### config.mk
export PLATFORM = sky130hd
export DESIGN_NAME = rd_prefetch_ctl
export DESIGN_NICKNAME = d
export VERILOG_FILES = /design/src/rtl/rd_prefetch_ctl.sv
export SDC_FILE = /design/constraint.sdc
export NUM_CORES = 1
export LEC_CHECK = 0
export ABC_AREA = 1
export BUFFER_PORTS_ARGS = -buffer_cell sky130_fd_sc_hd__buf_2
export CAP_MARGIN = 40
export CORE_ASPECT_RATIO = 1.25
export CORE_MARGIN = 4
export CORE_UTILIZATION = 50
export CTS_BUF_LIST = sky130_fd_sc_hd__clkbuf_4
export CTS_CLUSTER_DIAMETER = 200
export DETAILED_ROUTE_END_ITERATION = 6
export GPL_TIMING_DRIVEN = 0
export PLACE_DENSITY = 0.78
export SYNTH_ARGS = -nofsm -noshare
export SYNTH_HDL_FRONTEND = slang
export SYNTH_SLANG_ARGS = --single-unit
### constraint.sdc
create_clock -name clk -period 5.05 [get_ports clk]
set_input_delay 0.7575 -clock clk [delete_from_list [all_inputs] [get_ports clk]]
set_output_delay 0.7575 -clock clk [all_outputs]
set_load 0.01 [all_outputs]
### src/rtl/rd_prefetch_ctl.sv
module rd_prefetch_ctl #(
  parameter int AW         = 32,
  parameter int LINE_BYTES = 64,
  parameter int TMR_UNIT   = 64,
  parameter int CNT_W      = 5,
  parameter int HELD_W     = 4
) (
  input  logic              clk,
  input  logic              rst_n,
  input  logic              cfg_we,
  input  logic [31:0]       cfg_wdata,
  output logic [31:0]       cfg_rdata,
  input  logic [AW-1:0]     top_of_mem,
  input  logic              allow_all,
  input  logic              resp_buf_free,
  input  logic              cmd_buf_free,
  input  logic              txn_start,
  input  logic [1:0]        txn_cmd,
  input  logic              txn_retry,
  input  logic [AW-1:0]     txn_addr,
  input  logic              line_xfer,
  input  logic              line_arrive,
  output logic              pf_valid,
  input  logic              pf_ready,
  output logic [AW-1:0]     pf_addr,
  output logic              disconnect,
  output logic              discard,
  output logic [HELD_W-1:0] pf_held
);
  localparam logic [31:0] CFG_RST  = 32'h0000_0185;
  localparam logic [31:0] CFG_MASK = 32'h0000_F7FF;
  localparam int TMR_W = $clog2(16 * TMR_UNIT);
  localparam logic [CNT_W-1:0]  CNT_MAX  = {CNT_W{1'b1}};
  localparam logic [HELD_W:0]   HELD_MAX = {1'b0, {HELD_W{1'b1}}};

  logic [31:0]       cfg;
  logic              rd_act, cpf;
  logic [2:0]        win, pend, ahead;
  logic [CNT_W-1:0]  bcnt;
  logic [HELD_W-1:0] held;
  logic [TMR_W-1:0]  tmr;
  logic [2:0]        pol;

  always_comb begin
    case (txn_cmd)
      2'd1:    pol = cfg[2:0];
      2'd2:    pol = cfg[5:3];
      2'd3:    pol = cfg[8:6];
      default: pol = 3'd0;
    endcase
  end

  wire [2:0] pol_win = {1'b0, pol[1:0]} + 3'd1;
  wire       is_rd   = (txn_cmd != 2'd0);

  assign cfg_rdata = cfg;
  assign pf_held   = held;
  assign pf_valid  = (pend != 3'd0) && resp_buf_free && cmd_buf_free &&
                     (allow_all || (pf_addr <= top_of_mem));
  wire accept  = pf_valid && pf_ready;
  wire trig    = line_xfer && rd_act && cpf;
  wire consume = line_xfer && (held != '0);

  wire [2:0] ahead_dec = (ahead == 3'd0) ? 3'd0 : ahead - 3'd1;
  wire [2:0] gap       = (win > ahead_dec) ? win - ahead_dec : 3'd0;
  wire [2:0] add       = (gap > 3'd3) ? 3'd3 : gap;
  wire [2:0] ahead_nx  = ahead_dec + add;
  wire [2:0] pend_sum  = pend - {2'b00, accept} + add;
  wire [2:0] pend_cap  = (pend_sum > ahead_nx) ? ahead_nx : pend_sum;

  wire [CNT_W-1:0] blimit = CNT_W'({cfg[10:9], 2'b00});
  assign disconnect = (cfg[10:9] != 2'b00) && (bcnt >= blimit);

  wire [TMR_W-1:0] tmr_lim = TMR_W'((32'(cfg[15:12]) + 32'd1) * TMR_UNIT - 32'd1);
  assign discard = (held != '0) && (tmr >= tmr_lim);

  wire [HELD_W:0] held_sum = {1'b0, held} + {{HELD_W{1'b0}}, line_arrive}
                             - {{HELD_W{1'b0}}, consume};

  always_ff @(posedge clk or negedge rst_n) begin
    if (!rst_n) cfg <= CFG_RST;
    else if (cfg_we) cfg <= cfg_wdata & CFG_MASK;
  end

  always_ff @(posedge clk or negedge rst_n) begin
    if (!rst_n) begin
      rd_act  <= 1'b0;
      cpf     <= 1'b0;
      win     <= 3'd1;
      pend    <= 3'd0;
      ahead   <= 3'd0;
      pf_addr <= '0;
      bcnt    <= '0;
    end else if (txn_start) begin
      rd_act  <= is_rd;
      cpf     <= pol[2];
      win     <= pol_win;
      pend    <= (is_rd && !txn_retry) ? pol_win : 3'd0;
      ahead   <= (is_rd && !txn_retry) ? pol_win : 3'd0;
      pf_addr <= txn_addr;
      bcnt    <= '0;
    end else begin
      if (trig) begin
        ahead <= ahead_nx;
        pend  <= pend_cap;
      end else begin
        pend  <= pend - {2'b00, accept};
      end
      if (accept) pf_addr <= pf_addr + AW'(LINE_BYTES);
      if (line_xfer && bcnt != CNT_MAX) bcnt <= bcnt + 1'b1;
    end
  end

  always_ff @(posedge clk or negedge rst_n) begin
    if (!rst_n) begin
      held <= '0;
      tmr  <= '0;
    end else if (discard) begin
      held <= '0;
      tmr  <= '0;
    end else begin
      held <= (held_sum > HELD_MAX) ? HELD_MAX[HELD_W-1:0] : held_sum[HELD_W-1:0];
      tmr  <= (consume || held == '0) ? '0 : tmr + 1'b1;
    end
  end
endmodule

==> out/metrics.csv <==
metric,value,unit
post-synth cell types,43,
clock slew at reported path FFs,0.14,ns
share of layout cells above drive strength 1,20.9,%
Reg-to-Reg End,pend[2],
global-route wire length before repair,25300,um
Worst Hold Slack,0.151,ns
Worst setup EP type,register,
GPL Wtd Cong,0.944,
CP arrival,4.64,ns
Area Growth Syn to Fin,19.5,%
crit share post-route,85.3,%
Post-CTS Hold Buffers,0,
Final Util,61.2,%
I/O Buffers,142,
Congestion Overflow GR,0,
placed insts,1139,
average wire per standard cell,13.1,um
worst skew pair latency,0.46,ns
Tmin final,4.31,ns
critical path launch point type,register,
Die Area,13700,um^2
synthesized cell area,5950,um^2
maximum clock frequency,0.232,GHz
clk buf depth,2,
vias in the first global route,5728,
CTS buffer count,9,
yosys warns,0,
CP max FO,10,
vias,5823,
number of remaining DRC errors,0,
"Seq/Total Area, Yosys",32.5,%
Slew @ Worst Pin,0.705,ns
outcome,completed,
worst vdd ir,0.266,mV
clock skew,0.0169,ns
GRT Overall Usage,22.7,%
Detailed Place HPWL,12200,um
# clock sinks,77,
drt pass-1 iters,4,
initial antenna violation count,1,
die width,106,um
Initial DRC Count,216,
Die Y-Extent,130,um
crit path kind,register to register,
RSZ-0062 raised after global routing,false,
Final Setup Violations,0,
Via-to-Cell Ratio,5.04,
required time of the critical path,5.38,ns
Post-CTS Setup Inserts,0,
nets@finish,1162,
Max Slew Vio Count,0,
Root Driver,clkbuf_4,
htree depth,3,
R2R Path Start,pf_addr[23],
initial core utilization,51.2,%
P_leak,4.04,nW
pin count of the biggest net entering global routing,61,
post_cts resized,0,
MaxCap Viol Count,0,
relative slew slack,52.6,%
Final Non-Filler Cells,1156,
I/O Pins,180,
Final Hold Violating Endpoints,0,
Setup TNS,0,ns
"Avg Cell Area, Syn",7.26,um^2
Total Routed Length,15100,um
R2R setup slack,0.74,ns
Post-DRT Antenna Nets,0,
Cells after Synth,819,
"flops & latches, synth",77,
hold crit path type,input port to async pin,
power per cell area,361,nW/um^2
core area,11600,um^2
# rows,44,
r2r worst-path depth,25,
CTS tree,yes,
[routing by layer]
layer / global-route usage (%) / routed length, um / part of all wire, %
met3: 5.24 / 932 / 6.2
met2: 41.7 / 7700 / 51
met4: 12.1 / 636 / 4.2
met1: 24.2 / 5850 / 39
met5: 0 / 21 / 0.14
[critical path: stages (launching register included)]
cell and delay (ns):
dfrtp_1 0.51, ha_1 0.34, nand2_1 0.07, nor2_1 0.15
nand4_1 0.14, nor2_1 0.14, nand2_1 0.07, nand2_1 0.06
nand2_2 0.09, nand3_4 0.15, buf_2 0.25, inv_1 0.07
ha_1 0.18, ha_1 0.29, inv_1 0.06, fa_1 0.43
xnor2_1 0.23, ha_1 0.28, nand2_1 0.09, a21oi_1 0.04
o21ai_0 0.08, nand2_1 0.08, inv_1 0.14, nand2_1 0.07
nand2_1 0.06, o221ai_1 0.10
[synthesized netlist by cell type, drive strengths merged]
library cell / count / share of area, %
a21o: 3 / 0.38
a21oi: 35 / 2.9
a22oi: 1 / 0.13
a31oi: 1 / 0.11
and3: 1 / 0.11
buf: 26 / 3.2
clkbuf: 12 / 0.76
clkinv: 1 / 0.063
conb: 1 / 0.063
dfrtp: 72 / 30
dfstp: 5 / 2.2
fa: 4 / 1.3
ha: 60 / 13
inv: 113 / 7.1
mux2: 4 / 0.76
nand2: 239 / 15
nand3: 58 / 5.2
nand3b: 1 / 0.13
nand4: 12 / 1.3
nor2: 66 / 4.4
nor3: 17 / 1.7
nor4: 3 / 0.32
o211ai: 3 / 0.38
o21a: 3 / 0.38
o21ai: 40 / 3.4
o21bai: 4 / 0.51
o221ai: 2 / 0.29
o311a: 1 / 0.17
o311ai: 1 / 0.15
o31ai: 4 / 0.51
or2: 2 / 0.21
xnor2: 12 / 1.8
xor2: 12 / 1.8
[cells in the final DEF (no fill, tap or decap), types with 3 or more instances in the layout]
master	netlist	final
xor2_1	12	12
o31ai_1	4	4
buf_4	19	20
mux2_2	4	4
o21a_1	3	3
nor2_1	64	64
ha_1	60	60
xnor2_1	12	12
dfrtp_1	72	72
o21ai_0	39	39
fa_1	4	4
nor3_1	14	14
buf_2	4	145
nor3_2	3	3
dfstp_2	5	5
conb_1	1	17
nor4_1	3	3
nand3_1	56	56
a21o_1	3	3
o211ai_1	3	3
clkbuf_4	0	11
nand2_1	233	233
nand4_1	12	12
clkbuf_1	12	12
clkinv_2	0	3
inv_1	113	113
nand2_2	5	5
a21oi_1	35	35
o21bai_1	4	4
[power breakdown]
group | total, mW | switching [mW] | internal, mW
clock | 0.439 | 0.230 | 0.210
sequential | 0.846 | 0.128 | 0.718
combinational | 1.28 | 0.764 | 0.519
total | 2.57 | 1.12 | 1.45
[kinds of logic after synthesis]
group                    after synthesis  synth area share (%)
adder cells (fa/ha/maj)               64                  14.0
buffers and inverters                152                  11.1
XOR/XNOR                              24                  3.54
multiplexers                           4                 0.758
flip-flops                            77                  32.5
other                                  1                0.0631
AND/OR/NAND/NOR                      399                  28.7
AO/OA/AOI/OAI                         98                  9.30
[worst max-delay path by stage]
stage	from	end	cells after the start
global route	pf_addr[23]	pend[2]	25
detailed placement	top_of_mem[23]	pend[2]	27
CTS	pf_addr[23]	pend[2]	25
global placement	top_of_mem[23]	pend[2]	27
finish	pf_addr[23]	pend[2]	25
floorplan	top_of_mem[31]	pend[2]	26
[per-stage QoR]
step                      setup WS (ns)  total power [mW]  cell area (um^2)
after floorplan                    1.01              1.78              6010
after global placement            0.437              2.09              6920
after detailed placement          0.418              2.14              6950
after CTS                         0.724              2.58              7110
after global routing              0.347              2.85              7110
final                             0.742              2.57              7110
[final cells by class]
type / count / area [um^2]
plain buffers: 38 / 234
well taps: 161 / 201
diodes: 1 / 2.50
inverters: 114 / 428
flip-flops and latches: 77 / 1930
repair buffers: 143 / 741
clock inverters: 5 / 75.1
clock buffers: 11 / 82.6
fillers: 1132 / 4510
multi-input cells: 606 / 3410
[registers in the layout, indices dropped and copies added, names as in the netlist]
name	cells
ahead	3
win	3
cpf	1
cfg_rdata	15
pf_held	4
bcnt	5
tmr	10
pend	3
rd_act	1
pf_addr	32
(Power assumes the default switching activity.)
